## src/rtl/spi_rm_pkg.sv

```systemverilog
package spi_rm_pkg;
  localparam int REG_W = 16;

  typedef enum logic [2:0] {
    IDX_SETUP1 = 3'd0,
    IDX_SETUP2 = 3'd1,
    IDX_CTRL   = 3'd2,
    IDX_STATUS = 3'd3,
    IDX_TXLO   = 3'd4,
    IDX_TXHI   = 3'd5,
    IDX_RXLO   = 3'd6,
    IDX_RXHI   = 3'd7
  } reg_idx_e;

  // setup1 fields
  localparam int S1_RUN     = 0;
  localparam int S1_DIV_LSB = 1;
  localparam int S1_IE_WR   = 4;
  localparam int S1_IE_RD   = 5;
  // setup2 fields
  localparam int S2_RISE    = 0;
  localparam int S2_POL     = 5;
  localparam int S2_PULSE   = 10;
  // control fields
  localparam int C_RD       = 0;
  localparam int C_WR       = 1;
  localparam int C_LEN_LSB  = 2;
  localparam int C_CS_SEL   = 7;
  localparam int C_CS_CMD   = 10;
  // status fields
  localparam int ST_RD      = 0;
  localparam int ST_WR      = 1;
  localparam int ST_BUSY    = 2;
endpackage

```

## src/rtl/spi_rm_clkdiv.sv

```systemverilog
module spi_rm_clkdiv #(
  parameter int DIV_W = 3
) (
  input  logic             clk,
  input  logic             rst,
  input  logic             run,
  input  logic [DIV_W-1:0] div,
  output logic             tick
);
  localparam int CNT_W = ((1 << DIV_W) - 1 > 0) ? (1 << DIV_W) - 1 : 1;

  logic [CNT_W-1:0] cnt_q;
  logic [CNT_W-1:0] limit;

  assign limit = ~({CNT_W{1'b1}} << div);
  assign tick  = run && (cnt_q == limit);

  always_ff @(posedge clk) begin
    if (rst || !run) cnt_q <= '0;
    else if (tick)   cnt_q <= '0;
    else             cnt_q <= cnt_q + CNT_W'(1);
  end

  assert_tick_spacing_R7: assert property (@(posedge clk) disable iff (rst)
    (tick && div != '0) |=> (!tick || div == '0));
endmodule

```

## src/rtl/spi_rm_shifter.sv

```systemverilog
module spi_rm_shifter #(
  parameter int WORD_W = 32,
  parameter int LEN_W  = 5
) (
  input  logic              clk,
  input  logic              rst,
  input  logic              start,
  input  logic              is_wr,
  input  logic [LEN_W-1:0]  len_m1,
  input  logic [WORD_W-1:0] tx_word,
  input  logic              tick,
  input  logic              miso,
  output logic              busy,
  output logic              phase,
  output logic              mosi,
  output logic [WORD_W-1:0] rx_word,
  output logic              done_wr,
  output logic              done_rd
);
  localparam int BW = LEN_W + 1;
  localparam logic [BW-1:0] ONE = BW'(1);

  logic              busy_q, phase_q, wr_q;
  logic [BW-1:0]     bits_q;
  logic [WORD_W-1:0] txsr_q, rxsr_q;

  always_ff @(posedge clk) begin
    if (rst) begin
      busy_q  <= 1'b0;
      phase_q <= 1'b0;
      wr_q    <= 1'b0;
      bits_q  <= '0;
      txsr_q  <= '0;
      rxsr_q  <= '0;
      done_wr <= 1'b0;
      done_rd <= 1'b0;
    end else begin
      done_wr <= 1'b0;
      done_rd <= 1'b0;
      if (start && !busy_q) begin
        busy_q  <= 1'b1;
        phase_q <= 1'b0;
        wr_q    <= is_wr;
        bits_q  <= {1'b0, len_m1} + ONE;
        txsr_q  <= is_wr ? tx_word : '0;
        rxsr_q  <= '0;
      end else if (busy_q && tick) begin
        if (!phase_q) begin
          phase_q <= 1'b1;
          rxsr_q  <= {rxsr_q[WORD_W-2:0], miso};
        end else begin
          phase_q <= 1'b0;
          txsr_q  <= txsr_q << 1;
          bits_q  <= bits_q - ONE;
          if (bits_q == ONE) begin
            busy_q  <= 1'b0;
            done_wr <= wr_q;
            done_rd <= !wr_q;
          end
        end
      end
    end
  end

  assign busy    = busy_q;
  assign phase   = phase_q;
  assign mosi    = txsr_q[WORD_W-1];
  assign rx_word = rxsr_q;

  assert_idle_phase_R8: assert property (@(posedge clk) disable iff (rst)
    !busy_q |-> !phase_q);
  assert_read_mosi_low_R3: assert property (@(posedge clk) disable iff (rst)
    (busy_q && !wr_q) |-> !txsr_q[WORD_W-1]);
  assert_no_restart_R6: assert property (@(posedge clk) disable iff (rst)
    (busy_q && !tick) |=> ($stable(txsr_q) && $stable(bits_q)));
  assert_bits_live_R2: assert property (@(posedge clk) disable iff (rst)
    busy_q |-> bits_q != '0);
endmodule

```

## src/rtl/spi_rm_irq.sv

```systemverilog
module spi_rm_irq (
  input  logic clk,
  input  logic rst,
  input  logic pulse_mode,
  input  logic act_high,
  input  logic en_wr,
  input  logic en_rd,
  input  logic flag_wr,
  input  logic flag_rd,
  input  logic done_wr,
  input  logic done_rd,
  output logic irq
);
  logic act_w, act_q, irq_q;

  always_comb begin
    if (pulse_mode) act_w = (done_wr && en_wr) || (done_rd && en_rd);
    else            act_w = (flag_wr && en_wr) || (flag_rd && en_rd);
  end

  always_ff @(posedge clk) begin
    if (rst) begin
      act_q <= 1'b0;
      irq_q <= 1'b1;
    end else begin
      act_q <= act_w;
      irq_q <= act_high ? act_w : !act_w;
    end
  end

  assign irq = irq_q;

  assert_single_pulse_R10: assert property (@(posedge clk) disable iff (rst)
    (pulse_mode && act_q) |=> (!act_q || !pulse_mode));
endmodule

```

## src/rtl/spi_regmaster.sv

```systemverilog
module spi_regmaster
  import spi_rm_pkg::*;
#(
  parameter int DIV_W  = 3,
  parameter int NUM_CS = 2
) (
  input  logic              clk,
  input  logic              rst,
  input  logic              reg_wr,
  input  logic              reg_rd,
  input  logic [2:0]        reg_addr,
  input  logic [REG_W-1:0]  reg_wdata,
  output logic [REG_W-1:0]  reg_rdata,
  output logic              spi_sclk,
  output logic              spi_mosi,
  input  logic              spi_miso,
  output logic [NUM_CS-1:0] spi_cs_n,
  output logic              irq
);
  localparam int WORD_W = 2 * REG_W;
  localparam int LEN_W  = $clog2(WORD_W);
  localparam int SEL_W  = (NUM_CS > 1) ? $clog2(NUM_CS) : 1;

  logic [REG_W-1:0]  setup1_q, setup2_q, ctrl_q, txlo_q, txhi_q, rxlo_q, rxhi_q;
  logic [REG_W-1:0]  rdata_q, status_w;
  logic              flag_wr_q, flag_rd_q;
  logic [NUM_CS-1:0] cs_n_q;
  logic              busy, phase, done_wr, done_rd, tick, mosi_w, irq_w;
  logic [WORD_W-1:0] rx_word;
  logic              ctrl_wr, stat_wr, cs_cmd, start_req, accept, cmd_wr;
  logic [SEL_W-1:0]  cs_sel;
  reg_idx_e          idx;

  assign idx       = reg_idx_e'(reg_addr);
  assign ctrl_wr   = reg_wr && (idx == IDX_CTRL);
  assign stat_wr   = reg_wr && (idx == IDX_STATUS);
  assign cs_cmd    = reg_wdata[C_CS_CMD];
  assign cmd_wr    = reg_wdata[C_WR];
  assign cs_sel    = reg_wdata[C_CS_SEL +: SEL_W];
  assign start_req = ctrl_wr && !cs_cmd && (reg_wdata[C_WR] || reg_wdata[C_RD]);
  assign accept    = start_req && setup1_q[S1_RUN] && !busy;

  // configuration, data and receive registers
  always_ff @(posedge clk) begin
    if (rst) begin
      setup1_q <= '0; setup2_q <= '0; ctrl_q <= '0;
      txlo_q   <= '0; txhi_q   <= '0;
      rxlo_q   <= '0; rxhi_q   <= '0;
    end else begin
      if (reg_wr) begin
        case (idx)
          IDX_SETUP1: setup1_q <= reg_wdata;
          IDX_SETUP2: setup2_q <= reg_wdata;
          IDX_CTRL:   ctrl_q   <= reg_wdata;
          IDX_TXLO:   txlo_q   <= reg_wdata;
          IDX_TXHI:   txhi_q   <= reg_wdata;
          default: ;
        endcase
      end
      if (done_rd) {rxhi_q, rxlo_q} <= rx_word;
    end
  end

  // completion flags
  always_ff @(posedge clk) begin
    if (rst) begin
      flag_wr_q <= 1'b0;
      flag_rd_q <= 1'b0;
    end else begin
      if (accept && cmd_wr)  flag_wr_q <= 1'b0;
      else if (done_wr)      flag_wr_q <= 1'b1;
      else if (stat_wr)      flag_wr_q <= flag_wr_q && reg_wdata[ST_WR];

      if (accept && !cmd_wr) flag_rd_q <= 1'b0;
      else if (done_rd)      flag_rd_q <= 1'b1;
      else if (stat_wr)      flag_rd_q <= flag_rd_q && reg_wdata[ST_RD];
    end
  end

  // chip selects
  always_ff @(posedge clk) begin
    if (rst) begin
      cs_n_q <= '1;
    end else if (ctrl_wr && cs_cmd) begin
      for (int i = 0; i < NUM_CS; i++)
        cs_n_q[i] <= reg_wdata[C_RD] || (cs_sel != SEL_W'(i));
    end
  end

  always_comb begin
    status_w          = '0;
    status_w[ST_RD]   = flag_rd_q;
    status_w[ST_WR]   = flag_wr_q;
    status_w[ST_BUSY] = busy;
  end

  always_ff @(posedge clk) begin
    if (rst) begin
      rdata_q <= '0;
    end else if (reg_rd) begin
      case (idx)
        IDX_SETUP1: rdata_q <= setup1_q;
        IDX_SETUP2: rdata_q <= setup2_q;
        IDX_CTRL:   rdata_q <= ctrl_q;
        IDX_STATUS: rdata_q <= status_w;
        IDX_TXLO:   rdata_q <= txlo_q;
        IDX_TXHI:   rdata_q <= txhi_q;
        IDX_RXLO:   rdata_q <= rxlo_q;
        default:    rdata_q <= rxhi_q;
      endcase
    end
  end

  spi_rm_clkdiv #(.DIV_W(DIV_W)) u_div (
    .clk  (clk),
    .rst  (rst),
    .run  (busy),
    .div  (setup1_q[S1_DIV_LSB +: DIV_W]),
    .tick (tick)
  );

  spi_rm_shifter #(.WORD_W(WORD_W), .LEN_W(LEN_W)) u_shift (
    .clk     (clk),
    .rst     (rst),
    .start   (accept),
    .is_wr   (cmd_wr),
    .len_m1  (reg_wdata[C_LEN_LSB +: LEN_W]),
    .tx_word ({txhi_q, txlo_q}),
    .tick    (tick),
    .miso    (spi_miso),
    .busy    (busy),
    .phase   (phase),
    .mosi    (mosi_w),
    .rx_word (rx_word),
    .done_wr (done_wr),
    .done_rd (done_rd)
  );

  spi_rm_irq u_irq (
    .clk        (clk),
    .rst        (rst),
    .pulse_mode (setup2_q[S2_PULSE]),
    .act_high   (setup2_q[S2_POL]),
    .en_wr      (setup1_q[S1_IE_WR]),
    .en_rd      (setup1_q[S1_IE_RD]),
    .flag_wr    (flag_wr_q),
    .flag_rd    (flag_rd_q),
    .done_wr    (done_wr),
    .done_rd    (done_rd),
    .irq        (irq_w)
  );

  assign spi_sclk  = !setup2_q[S2_RISE] ^ phase;
  assign spi_mosi  = mosi_w;
  assign spi_cs_n  = cs_n_q;
  assign irq       = irq_w;
  assign reg_rdata = rdata_q;

  assert_start_needs_run_R5: assert property (@(posedge clk) disable iff (rst)
    $rose(busy) |-> $past(setup1_q[S1_RUN]));
  assert_wrflag_from_done_R4: assert property (@(posedge clk) disable iff (rst)
    $rose(flag_wr_q) |-> $past(done_wr));
  assert_rdflag_from_done_R4: assert property (@(posedge clk) disable iff (rst)
    $rose(flag_rd_q) |-> $past(done_rd));
  assert_cs_onehot_R9: assert property (@(posedge clk) disable iff (rst)
    $onehot0(~cs_n_q));
endmodule

```

## config.mk

```make
export PLATFORM = sky130hd
export DESIGN_NAME = spi_regmaster
export DESIGN_NICKNAME = d
export VERILOG_FILES = /design/src/rtl/spi_rm_pkg.sv /design/src/rtl/spi_rm_clkdiv.sv /design/src/rtl/spi_rm_shifter.sv /design/src/rtl/spi_rm_irq.sv /design/src/rtl/spi_regmaster.sv
export SDC_FILE = /design/constraint.sdc
export NUM_CORES = 1
export LEC_CHECK = 0
export BUFFER_PORTS_ARGS = -buffer_cell sky130_fd_sc_hd__buf_4
export CAP_MARGIN = 10
export CORE_UTILIZATION = 61
export DETAILED_ROUTE_END_ITERATION = 10
export PLACE_DENSITY = 0.8
export RECOVER_POWER = 50
export SYNTH_ARGS = -nofsm -noshare
export SYNTH_HDL_FRONTEND = slang
export SYNTH_SLANG_ARGS = --single-unit
```

## constraint.sdc

```tcl
create_clock -name clk -period 2.7 [get_ports clk]
set_clock_uncertainty 0.1 [all_clocks]
set_input_delay 0.27 -clock clk [delete_from_list [all_inputs] [get_ports clk]]
set_output_delay 0.27 -clock clk [all_outputs]
set_load 0.01 [all_outputs]
```

==> reports/metrics.sh, run 1 <==
OUTCOME='finished, final reports clean'
TIMING.MAX_SLEW.REL_SLACK_PCT=21.22
FLOORPLAN.ROWS=45
CLK-INSERTION-DELAY-LATE_PS=500
CP_MAX_FO=30
WORST-SETUP-PATH-TYPE='primary input to register'
CLOCK-ROOT-BUFFER='sky130_fd_sc_hd__clkbuf_16'
SYNTH_EDF_COUNT=0
CTS_RESIZED=0
SYNTHESIS.INSTANCES=1084
MIN_PERIOD_OVER_PERIOD_PCT=90.55
CRITICAL_PATH.SLOWEST_CELL='sky130_fd_sc_hd__clkbuf_1'
CP_DATA_REQUIRED_TIME_PS=2950
GRT_MAX_DEGREE=123
ASYNC_SET_RESET_FLOP_SHARE_OUT_OF_SYNTHESIS_PCT=0
FRACTION_OF_FINAL_LAYOUT_CELLS_SIZED_BEYOND_DRIVE_STRENGTH_1_PCT=12.07
WORSTSETUPSTARTPOINTTYPE='primary input'
TIMING.CRITICAL_PATH.ARRIVAL_PS=2690
YOSYSTOPAREACELL='sky130_fd_sc_hd__dfxtp_1'
DPL.HPWL_MM=15.91
CTS.REPORTEDPATHS.CLKPINSLEW_PS=60
CTS_BUFFERS=23
YOSYSWARNINGS=0
FIN_TNS_SETUP_PS=0
DETAILEDROUTE.FIRSTPASSITERATIONCOUNT=5
DIE_WIDTH_UM=126.4
AVGSYNTHCELLAREA_UM2=8.709
CRITICAL_PATH.CELL_CHAIN='clkbuf_2 > clkbuf_1 > mux2i_1 > nor2_1 > a21oi_1 > o21ai_0 > o211ai_1 > a21oi_1'
AREAGROWTHSYNTHTOFINISH_PCT=11.82
BUFFER_PORTS.INSERTED=44
OVERFLOW=0
FINALPOWER_W=0.006590
SLEW_VIOLATIONS=0
DR.FIRST_ITER.DRC_COUNT=825
WORST_SLACK_PS=255.2
CRIT_BUF_INV=2
POSTSYNTH.TOPFLOPCELL='sky130_fd_sc_hd__dfxtp_1'
POWER_LEAKAGE_nW=3.483
CTS_HTREE_LEVELS=1
DETAIL_ROUTE.WL_PER_CELL_UM=18.77
REMAINING_DRC_ERRORS=0
SYNTH_LARGEST_TYPE_AREA_FRACTION_PCT=45.59
CRIT_PATH_MAX_INCR_DELAY_PS=710
UNREPAIRED_SETUP_ENDPOINTS_AFTER_GLOBAL_ROUTING='no'
NUMBER_OF_ANTENNA_VIOLATIONS_AT_THE_FIRST_CHECK_IN_GLOBAL_ROUTING=0
DIE_H_UM=126.4
INITIAL_CORE_UTIL_PCT=62.33
R2R_SETUP_SLACK_PS=280
TOTAL_NUMBER_OF_VIAS=7848
DRV_CAP=0
IOS=45
FINAL_HOLD_VIOL_COUNT=0
MAPPEDNETLISTNETS=1112
PATH_CLASS_OF_THE_LOWEST_SLACK_MIN_DELAY_PATH='primary input to register'
CRITICAL_PATH_ENDPOINT_CATEGORY='register'
DIE_AREA_UM2=15980
NETS=1125
POST_DP_AREA_UM2=9807
SYN_AREA_UM2=9440
DRT.ANTENNA.VIOLATING_NETS=0
POWER.DENSITY_nW_PER_UM2=624.3
FINAL_CELL_AREA_UM2=10560
VIA_COUNT_OF_THE_FIRST_GLOBAL_ROUTING_PASS=7322
WORSTMARGINPINSLEW_PS=1182
SYNTHTOPCELLSBYAREA='sky130_fd_sc_hd__dfxtp_1 46%, sky130_fd_sc_hd__mux2i_1 8.6%, sky130_fd_sc_hd__nand2_1 8.5%, sky130_fd_sc_hd__a21oi_1 5.7%, sky130_fd_sc_hd__a221oi_2 4.8%'
MAX-VDD-IR-DROP_mV=0.5346
ANTENNADIODECOUNT=0
CTS-ROOT-TO-SINK-BUFFERS=3
GRT.TOTAL_USAGE_PCT=30.91
FINAL-SETUP-VIOL-COUNT=0
DETAIL_ROUTE.VIAS_PER_CELL=6.046
WORST_PATH_MOST_REPEATED_CELL='sky130_fd_sc_hd__a21oi_1'
FINAL_CRITICAL_PERIOD_PS=2445
SYNTH_CELL_TYPES=61
PATH_DELAY_FAMILY='buffers and inverters'
TRITONCTS_NUM_SINKS=215
CTS_TREE='done'
DETAILEDPLACE.WORSTSLACK_PS=297.3
ACHIEVABLE-FREQUENCY_MHz=409.0
POSTSYNTHREGISTERBITS=215
ROUTED_WIRELENGTH_MM=24.36
MOST-COMMON-LAYOUT-CELLS='215 x sky130_fd_sc_hd__nand2_1, 215 x sky130_fd_sc_hd__dfxtp_1, 108 x sky130_fd_sc_hd__a21oi_1'
GP_CONGESTION=0.9099
SYNTH_SEQUENTIAL_AREA_RATIO_PCT=45.59
CORE_REGION_AREA_UM2=15150
GRT_PASS1_WL_MM=39.24
per-stage QoR:
stage / std cells / hold WS [ps] / util [%]
after floorplan: 1084 / 306.0 / -
after global placement: 1246 / 326.1 / 64.75
after detailed placement: 1246 / 337.6 / 64.75
after CTS: 1298 / 3.700 / 70.36
after global routing: 1298 / 18.18 / 69.70
final: 1298 / 13.28 / 69.70
report_power, final:
group / switching (W) / internal (W) / leakage [nW]
Combinational: 0.000247 / 0.000122 / 1.40
Sequential: 0.0000268 / 0.00321 / 1.74
Clock: 0.00122 / 0.00177 / 0.345
Total: 0.00149 / 0.00510 / 3.48
area by class of cell:
type | instances | area, um^2
flip-flops and latches | 215 | 4304
well taps | 188 | 235.2
inverters | 46 | 172.7
fillers | 1164 | 4589
repair buffers | 78 | 563.0
clock buffers | 33 | 653.1
multi-input cells | 733 | 4572
clock inverters | 5 | 56.30
logic make-up after synthesis:
family                     Yosys count  share of synthesized area [%]
AOI/OAI and AO/OA                  247                          18.81
xor gates and xnor gates            13                          1.206
adders and majority gates            4                         0.5302
buffers and inverters              136                          6.176
DFF                                215                          45.59
muxes                              100                          11.57
and+or+nand+nor                    369                          16.12
final timing paths:
path | start | endpoint | cells after the start
hold reg to reg | ctrl_q[2] | ctrl_q[2] | 2
setup reg to reg | setup1_q[2] | u_shift.bits_q[2] | 7
hold / removal | reg_wdata[0] | setup1_q[0] | 3
setup / recovery | reg_addr[1] | reg_rdata[4] | 8
timing repair:
action / in CTS / in global routing
endpoints found under the hold margin: 48 / 0
hold buffers: 14 / 0
setup buffers: 0 / 0
worst register-to-register path, cell delays in order, from the launching register on:
cell                       delay, ps
sky130_fd_sc_hd__dfxtp_1         510
sky130_fd_sc_hd__xnor2_1         170
sky130_fd_sc_hd__a32oi_1         150
sky130_fd_sc_hd__o311ai_4        350
sky130_fd_sc_hd__o211ai_2        150
sky130_fd_sc_hd__buf_4           280
sky130_fd_sc_hd__or3_1           360
sky130_fd_sc_hd__a311oi_1        260
synth_stat cells (3+ instances only):
library cell / number
sky130_fd_sc_hd__dfxtp_1: 215
sky130_fd_sc_hd__nand2_1: 215
sky130_fd_sc_hd__a21oi_1: 108
sky130_fd_sc_hd__nor2_1: 104
sky130_fd_sc_hd__mux2i_1: 81
sky130_fd_sc_hd__clkbuf_1: 65
sky130_fd_sc_hd__inv_1: 45
sky130_fd_sc_hd__o21ai_0: 45
sky130_fd_sc_hd__a221oi_2: 30
sky130_fd_sc_hd__mux2_2: 12
sky130_fd_sc_hd__o211ai_1: 11
sky130_fd_sc_hd__o221ai_1: 11
sky130_fd_sc_hd__nand3_1: 10
sky130_fd_sc_hd__xnor2_1: 9
sky130_fd_sc_hd__nand2b_1: 8
sky130_fd_sc_hd__buf_1: 7
sky130_fd_sc_hd__buf_2: 7
sky130_fd_sc_hd__a211oi_1: 6
sky130_fd_sc_hd__buf_6: 6
sky130_fd_sc_hd__mux4_2: 6
sky130_fd_sc_hd__nor3_1: 6
sky130_fd_sc_hd__o22ai_1: 6
sky130_fd_sc_hd__buf_4: 5
sky130_fd_sc_hd__ha_1: 4
sky130_fd_sc_hd__xor2_1: 4
sky130_fd_sc_hd__a221oi_1: 3
sky130_fd_sc_hd__a311oi_1: 3
sky130_fd_sc_hd__and2_1: 3
sky130_fd_sc_hd__nor3b_1: 3
layer usage:
layer	up-vias	GRT usage [%]	share of wire, %
met5	-	0	0
met4	0	11.20	3.4
met3	66	5.567	8.1
met2	313	46.54	44
met1	3733	44.43	45
li1	3736	-	-
No activity file was read; power rests on OpenSTA's default activity.
==> inputs of run 2 (changes only) <==
--- a/config.mk
+++ b/config.mk
@@ -7,7 +7,10 @@
 export LEC_CHECK = 0
 export BUFFER_PORTS_ARGS = -buffer_cell sky130_fd_sc_hd__buf_4
 export CAP_MARGIN = 10
-export CORE_UTILIZATION = 61
+export CELL_PAD_IN_SITES_DETAIL_PLACEMENT = 2
+export CELL_PAD_IN_SITES_GLOBAL_PLACEMENT = 2
+export CORE_UTILIZATION = 38
+export CTS_BUF_LIST = sky130_fd_sc_hd__clkbuf_8 sky130_fd_sc_hd__clkbuf_16
 export DETAILED_ROUTE_END_ITERATION = 10
 export PLACE_DENSITY = 0.8
 export RECOVER_POWER = 50
==> reports/metrics.sh, run 2 (synthesized netlist as in run 1, its figures left out) <==
DR_WL_MET3_UM=911  # -54%
DIE_WIDTH_UM=159.6  # +26%
WORSTHOLDENDPOINT='reg_rdata[8]'
DRT-MET1-WL_MM=15.06  # +39%
FLOORPLAN.ROWS=57  # +27%
CTS_RESIZED=0  # unchanged
AREAGROWTHSYNTHTOFINISH_PCT=15.18
REMAINING_DRC_ERRORS=0  # unchanged
IOS=45  # unchanged
CLOCK-ROOT-BUFFER='sky130_fd_sc_hd__clkbuf_16'
ENDPOINT_OF_THE_WORST_REGISTER_TO_REGISTER_PATH='u_shift.txsr_q[16]'
WORST_HOLD_PATH_DEPTH=2  # -1
FINAL_CRITICAL_PERIOD_PS=2526  # +80.99 ps
CTS_BUFFERS=25  # +8.7%
WORST_HOLD_SLACK_PS=42.02  # +28.74 ps
TIMING.MAX_SLEW.REL_SLACK_PCT=13.16  # -8.1 points
NETS=1137  # +1.1%
GRT_PASS1_WL_MM=50.82  # +30%
DIE_H_UM=159.6  # +26%
ROUTED_WIRELENGTH_MM=32.34  # +33%
CRIT_PATH_MAX_INCR_DELAY_PS=800  # +90 ps
INITIAL_CORE_UTIL_PCT=38.82  # -24 points
PATH_CLASS_OF_THE_LOWEST_SLACK_MIN_DELAY_PATH='primary input to register'
TIMING.CRITICAL_PATH.ARRIVAL_PS=2790  # +100 ps
DRT.ANTENNA.VIOLATING_NETS=0  # unchanged
DETAIL_ROUTE.VIAS_PER_CELL=5.562  # -8.0%
MAX-VDD-IR-DROP_mV=0.3592  # -33%
MAXUSEDROUTINGLAYER='met4'
POST-CTS-SETUP-BUFFER-COUNT=0  # unchanged
WORSTMARGINPINSLEW_PS=1303  # +120.8 ps
DETAIL_ROUTE.WL_PER_CELL_UM=22.32  # +19%
CTS_HTREE_LEVELS=1  # unchanged
R2R_SETUP_SLACK_PS=240  # -40 ps
CTS.REPORTEDPATHS.CLKPINSLEW_PS=50  # about the same
TOTAL_NUMBER_OF_VIAS=8060  # +2.7%
LAYOUT.CORE_UTILIZATION_PCT=44.71  # -25 points
FINAL-SETUP-VIOL-COUNT=0  # unchanged
ACHIEVABLE-FREQUENCY_MHz=395.9  # -3.2%
FINAL_HOLD_VIOL_COUNT=0  # unchanged
CTS_TREE='done'
POWER.DENSITY_nW_PER_UM2=634.2  # +1.6%
NUMBER_OF_ANTENNA_VIOLATIONS_AT_THE_FIRST_CHECK_IN_GLOBAL_ROUTING=0  # unchanged
WORSTSETUPSTARTPOINTTYPE='primary input'
CRITICAL_PATH.CELL_CHAIN='clkbuf_1 > clkbuf_2 > mux2_2 > o221ai_1 > o21ai_0 > o211ai_1 > a21oi_1'
CP_MAX_FO=27  # -10%
ANTENNADIODECOUNT=0  # unchanged
GRT_MAX_DEGREE=111  # -9.8%
CTS-ROOT-TO-SINK-BUFFERS=3  # unchanged
TRITONCTS_NUM_SINKS=215  # unchanged
MIN_PERIOD_OVER_PERIOD_PCT=93.55  # +3.0 points
DETAILROUTE.WIRELENGTH.MET2_MM=15.66  # +46%
RR_WORST_DEPTH=7  # unchanged
CORE_REGION_AREA_UM2=24320  # +61%
VIA_COUNT_OF_THE_FIRST_GLOBAL_ROUTING_PASS=8715  # +19%
CP_DATA_REQUIRED_TIME_PS=2960  # about the same
DIE_AREA_UM2=25480  # +59%
DRV_CAP=0  # unchanged
FIN_TNS_SETUP_PS=0  # unchanged
CRITICAL_PATH.SLOWEST_CELL='sky130_fd_sc_hd__clkbuf_2'
CRITICAL_PATH_ENDPOINT_CATEGORY='register'
UNREPAIRED_SETUP_ENDPOINTS_AFTER_GLOBAL_ROUTING='no'
DPL.HPWL_MM=22.00  # +38%
FRACTION_OF_FINAL_LAYOUT_CELLS_SIZED_BEYOND_DRIVE_STRENGTH_1_PCT=13.07  # +0.99 points
CLK-INSERTION-DELAY-LATE_PS=540  # +40 ps
DR.FIRST_ITER.DRC_COUNT=460  # -44%
POWER_LEAKAGE_nW=3.589  # +3.1%
WORST_R2R_STARTPOINT='setup1_q[2]'
BUFFER_PORTS.INSERTED=44  # unchanged
GP_CONGESTION=0.8081  # -11%
POST_CTS_HOLD_BUFFER_COUNT=18  # +4
MOST-COMMON-LAYOUT-CELLS='215 x sky130_fd_sc_hd__nand2_1, 215 x sky130_fd_sc_hd__dfxtp_1, 108 x sky130_fd_sc_hd__a21oi_1'
WORST-SETUP-PATH-TYPE='primary input to register'
OUTCOME='finished, final reports clean'
OVERFLOW=0  # unchanged
SLEW_VIOLATIONS=0  # unchanged
HP-START='reg_rd'
DETAILEDROUTE.FIRSTPASSITERATIONCOUNT=4  # -1
GRT.TOTAL_USAGE_PCT=25.65  # -5.3 points
==> run 2: cell count changes in the layout (fill, tap and decap cells not counted), sizes merged <==
| cell | change |
|---|---|
| clkinv | +3 |
| clkbuf | +1 |
| buf | +4 |
| clkinvlp | -1 |
| inv | +5 |
| bufinv | -1 |
| dlygate4sd3 | +4 |
==> run 2: power by group <==
| part | internal (W) | switching, W | leakage [nW] |
|---|---|---|---|
| combinational | 0.000128 | 0.000267 | 1.44 |
| clock | 0.00188 | 0.00138 | 0.413 |
| sequential | 0.00321 | 0.0000321 | 1.74 |
| total | 0.00521 | 0.00168 | 3.59 |
==> run 2: layer usage <==
metal	vias to the layer above	track usage [%]
li1	3771	-
met1	4132	34.34
met3	39	2.727
met2	118	43.97
met5	-	0
met4	0	6.600
==> run 2: how the worst max path moves through the flow <==
stage	start	end	slack (ps)
finish	reg_addr[1]	reg_rdata[4]	170
global route	reg_addr[1]	reg_rdata[4]	60
CTS	setup1_q[2]	u_shift.txsr_q[16]	260
detailed placement	setup1_q[2]	u_shift.txsr_q[7]	290
global placement	setup1_q[2]	u_shift.txsr_q[30]	420
floorplan	setup1_q[3]	u_shift.rx_word[10]	660
==> run 2: metrics by stage <==
step | power (W) | cell area [um^2] | setup WS (ps) | cells
finish | 0.006895 | 10870 | 174.2 | 1449
global route | 0.007118 | 10870 | 57.32 | 1449
CTS | 0.006971 | 11000 | 257.2 | 1449
detailed placement | 0.003696 | 10030 | 292.6 | 1388
global placement | 0.003685 | 10030 | 420.1 | 1388
floorplan | 0.003519 | 9440 | 655.1 | 1084
==> run 2: final cells by class <==
class	instances	area, um^2
Fill cell	2651	13450
Inverter	46	172.7
Clock buffer	32	721.9
Tap cell	324	405.4
Multi-Input combinational cell	733	4572
Sequential cell	215	4304
Timing Repair Buffer	88	631.9
Clock inverter	11	65.06
==> run 2: critical path, delay by kind of cell <==
| kind | cells | cell delay [ps] |
|---|---|---|
| muxes | 1 | 440 |
| buffers and inverters | 2 | 1280 |
| AOI/OAI and AO/OA | 4 | 760 |
==> inputs of run 3 (changes only) <==
--- a/config.mk
+++ b/config.mk
@@ -7,12 +7,10 @@
 export LEC_CHECK = 0
 export BUFFER_PORTS_ARGS = -buffer_cell sky130_fd_sc_hd__buf_4
 export CAP_MARGIN = 10
-export CELL_PAD_IN_SITES_DETAIL_PLACEMENT = 2
-export CELL_PAD_IN_SITES_GLOBAL_PLACEMENT = 2
-export CORE_UTILIZATION = 38
+export CORE_UTILIZATION = 55
 export CTS_BUF_LIST = sky130_fd_sc_hd__clkbuf_8 sky130_fd_sc_hd__clkbuf_16
 export DETAILED_ROUTE_END_ITERATION = 10
-export PLACE_DENSITY = 0.8
+export PLACE_DENSITY = 0.74
 export RECOVER_POWER = 50
 export SYNTH_ARGS = -nofsm -noshare
 export SYNTH_HDL_FRONTEND = slang
==> reports/metrics.sh, run 3 (synthesized netlist as in run 1, its figures left out) <==
OUTCOME='finished, final reports clean'
NUMBER_OF_ANTENNA_VIOLATIONS_AT_THE_FIRST_CHECK_IN_GLOBAL_ROUTING=1  # +1
GRT_PASS1_WL_MM=39.09  # -23%
REMAINING_DRC_ERRORS=0  # unchanged
GP_CONGESTION=0.8531  # +5.6%
VIA_COUNT_OF_THE_FIRST_GLOBAL_ROUTING_PASS=7227  # -17%
CTS_HTREE_LEVELS=1  # unchanged
FRACTION_OF_FINAL_LAYOUT_CELLS_SIZED_BEYOND_DRIVE_STRENGTH_1_PCT=12.38  # -0.69 points
MIN_PERIOD_OVER_PERIOD_PCT=86.86  # -6.7 points
FIN_TNS_SETUP_PS=0  # unchanged
PLACE_INST=1281  # -7.7%
CRITICAL_PATH.CELL_CHAIN='and3b_1 > o2111ai_2 > o311ai_4 > o211ai_2 > buf_12 > mux2_1 > o22ai_1'
PATH_CLASS_OF_THE_LOWEST_SLACK_MIN_DELAY_PATH='primary input to register'
CTS.REPORTEDPATHS.CLKPINSLEW_PS=60  # about the same
TRITONCTS_NUM_SINKS=215  # unchanged
POWER.DENSITY_nW_PER_UM2=610.1  # -3.8%
FINALPOWER_W=0.006497  # -5.8%
CTS_TREE='done'
TIMING.MAX_SLEW.REL_SLACK_PCT=23.66  # +10 points
WORST_SLACK_PS=354.9  # +180.7 ps
DIE_H_UM=133.0  # -17%
CORE_REGION_AREA_UM2=16640  # -32%
DRT.ANTENNA.VIOLATING_NETS=0  # unchanged
FILLCELLCOUNT=1425  # -46%
SLEW_VIOLATIONS=0  # unchanged
FINAL-SETUP-VIOL-COUNT=0  # unchanged
CRITICAL_PATH_ENDPOINT_CATEGORY='register'
AREAGROWTHSYNTHTOFINISH_PCT=12.80
DETAIL_ROUTE.WL_PER_CELL_UM=18.05  # -19%
DETAILEDROUTE.FIRSTPASSITERATIONCOUNT=8  # +4
DPL.HPWL_MM=15.65  # -29%
CTS_RESIZED=0  # unchanged
FINAL_HOLD_VIOL_COUNT=0  # unchanged
IOS=45  # unchanged
POWER_LEAKAGE_nW=3.543  # -1.3%
GRT.TOTAL_USAGE_PCT=27.86  # +2.2 points
OVERFLOW=0  # unchanged
CRIT_BUF_INV=1  # -1
CP_MAX_FO=41  # +52%
POST-CTS-SETUP-BUFFER-COUNT=0  # unchanged
INITIAL_CORE_UTIL_PCT=56.73  # +18 points
DR.FIRST_ITER.DRC_COUNT=695  # +51%
ROUTED_WIRELENGTH_MM=24.12  # -25%
CLK-INSERTION-DELAY-LATE_PS=520  # -20 ps
TIMING.CRITICAL_PATH.ARRIVAL_PS=2660  # -130 ps
MOST-COMMON-LAYOUT-CELLS='215 x sky130_fd_sc_hd__nand2_1, 215 x sky130_fd_sc_hd__dfxtp_1, 108 x sky130_fd_sc_hd__a21oi_1'
CLOCK-ROOT-BUFFER='sky130_fd_sc_hd__clkbuf_16'
CP_DATA_REQUIRED_TIME_PS=3010  # +50 ps
CTS_BUFFERS=23  # -8.0%
CRIT_PATH_MAX_INCR_DELAY_PS=520  # -280 ps
BUFFER_PORTS.INSERTED=44  # unchanged
DRV_CAP=0  # unchanged
NETS=1131  # -0.53%
DETAIL_ROUTE.VIAS_PER_CELL=5.800  # +4.3%
TOTAL_NUMBER_OF_VIAS=7749  # -3.9%
WORST-SETUP-PATH-TYPE='register to register'
WORSTMARGINPINSLEW_PS=1139  # -163.7 ps
GRT_MAX_DEGREE=138  # +24%
WORSTSETUPSTARTPOINTTYPE='register'
ACHIEVABLE-FREQUENCY_MHz=426.4  # +7.7%
DIE_WIDTH_UM=133.0  # -17%
MAX-VDD-IR-DROP_mV=0.4051  # +13%
DETAILEDPLACE.WORSTSLACK_PS=375.3  # +82.77 ps
PATH_DELAY_FAMILY='compound AO/OA/AOI/OAI gates'
FLOORPLAN.ROWS=47  # -18%
CTS-ROOT-TO-SINK-BUFFERS=3  # unchanged
CRITICAL_PATH.SLOWEST_CELL='sky130_fd_sc_hd__dfxtp_1'
FINAL_CRITICAL_PERIOD_PS=2345  # -180.7 ps
DIE_AREA_UM2=17690  # -31%
UNREPAIRED_SETUP_ENDPOINTS_AFTER_GLOBAL_ROUTING='no'
POST_LAYOUT_NONFILLER_INSTANCES=1336  # -7.8%
==> run 3: worst register-to-register path, stage by stage, from the launching register on <==
cell and delay, ps:
sky130_fd_sc_hd__dfxtp_1 520, sky130_fd_sc_hd__and3b_1 240, sky130_fd_sc_hd__o2111ai_2 210, sky130_fd_sc_hd__o311ai_4 160, sky130_fd_sc_hd__o211ai_2 270, sky130_fd_sc_hd__buf_12 240, sky130_fd_sc_hd__mux2_1 350, sky130_fd_sc_hd__o22ai_1 170
==> run 3: metrics by stage <==
step | hold slack, ps | utilization [%] | area, um^2
5_1_grt | 35.97 | 63.97 | 10650
4_1_cts | 16.90 | 64.55 | 10740
3_3_place_gp | 339.7 | 59.45 | 9894
6_report | 26.98 | 63.99 | 10650
3_5_place_dp | 347.4 | 59.45 | 9894
2_1_floorplan | 306.0 | - | 9440
==> run 3: layout make-up <==
type,instances,area [um^2],share of cell area (%)
multi-input cells,733,4566,42.87
flip-flops and latches,215,4304,40.42
repair buffers,84,650.6,6.110
clock buffers,27,630.6,5.922
well taps,220,275.3,2.585
inverters,46,172.7,1.621
clock inverters,10,47.55,0.4465
diodes,1,2.502,0.02350
==> run 3: final timing paths <==
| path | slack (ps) | cells after the start | to | start |
|---|---|---|---|---|
| min | 30 | 2 | reg_rdata[8] | reg_rd |
| max | 350 | 7 | u_shift.bits_q[1] | setup1_q[2] |
| min reg2reg | 350 | 2 | ctrl_q[1] | ctrl_q[1] |
| max reg2reg | 350 | 7 | u_shift.bits_q[1] | setup1_q[2] |
==> run 3: repair_timing <==
action	4_1_cts	5_1_grt
hold endpoints to repair	79	0
endpoints found under the setup margin	0	0
hold buffers	17	0
==> run 3: where the power goes <==
| part | switching, W | total (W) | internal [W] |
|---|---|---|---|
| Combinational | 0.000245 | 0.000375 | 0.000130 |
| Clock | 0.00124 | 0.00289 | 0.00164 |
| Sequential | 0.0000257 | 0.00323 | 0.00321 |
==> run 3: metal layers <==
metal	vias up	part of all wire [%]	track usage, %
met1	3675	45	40.08
li1	3759	-	-
met2	265	44	41.86
met3	50	7.2	4.636
met4	0	3.0	10.09
met5	-	0	0
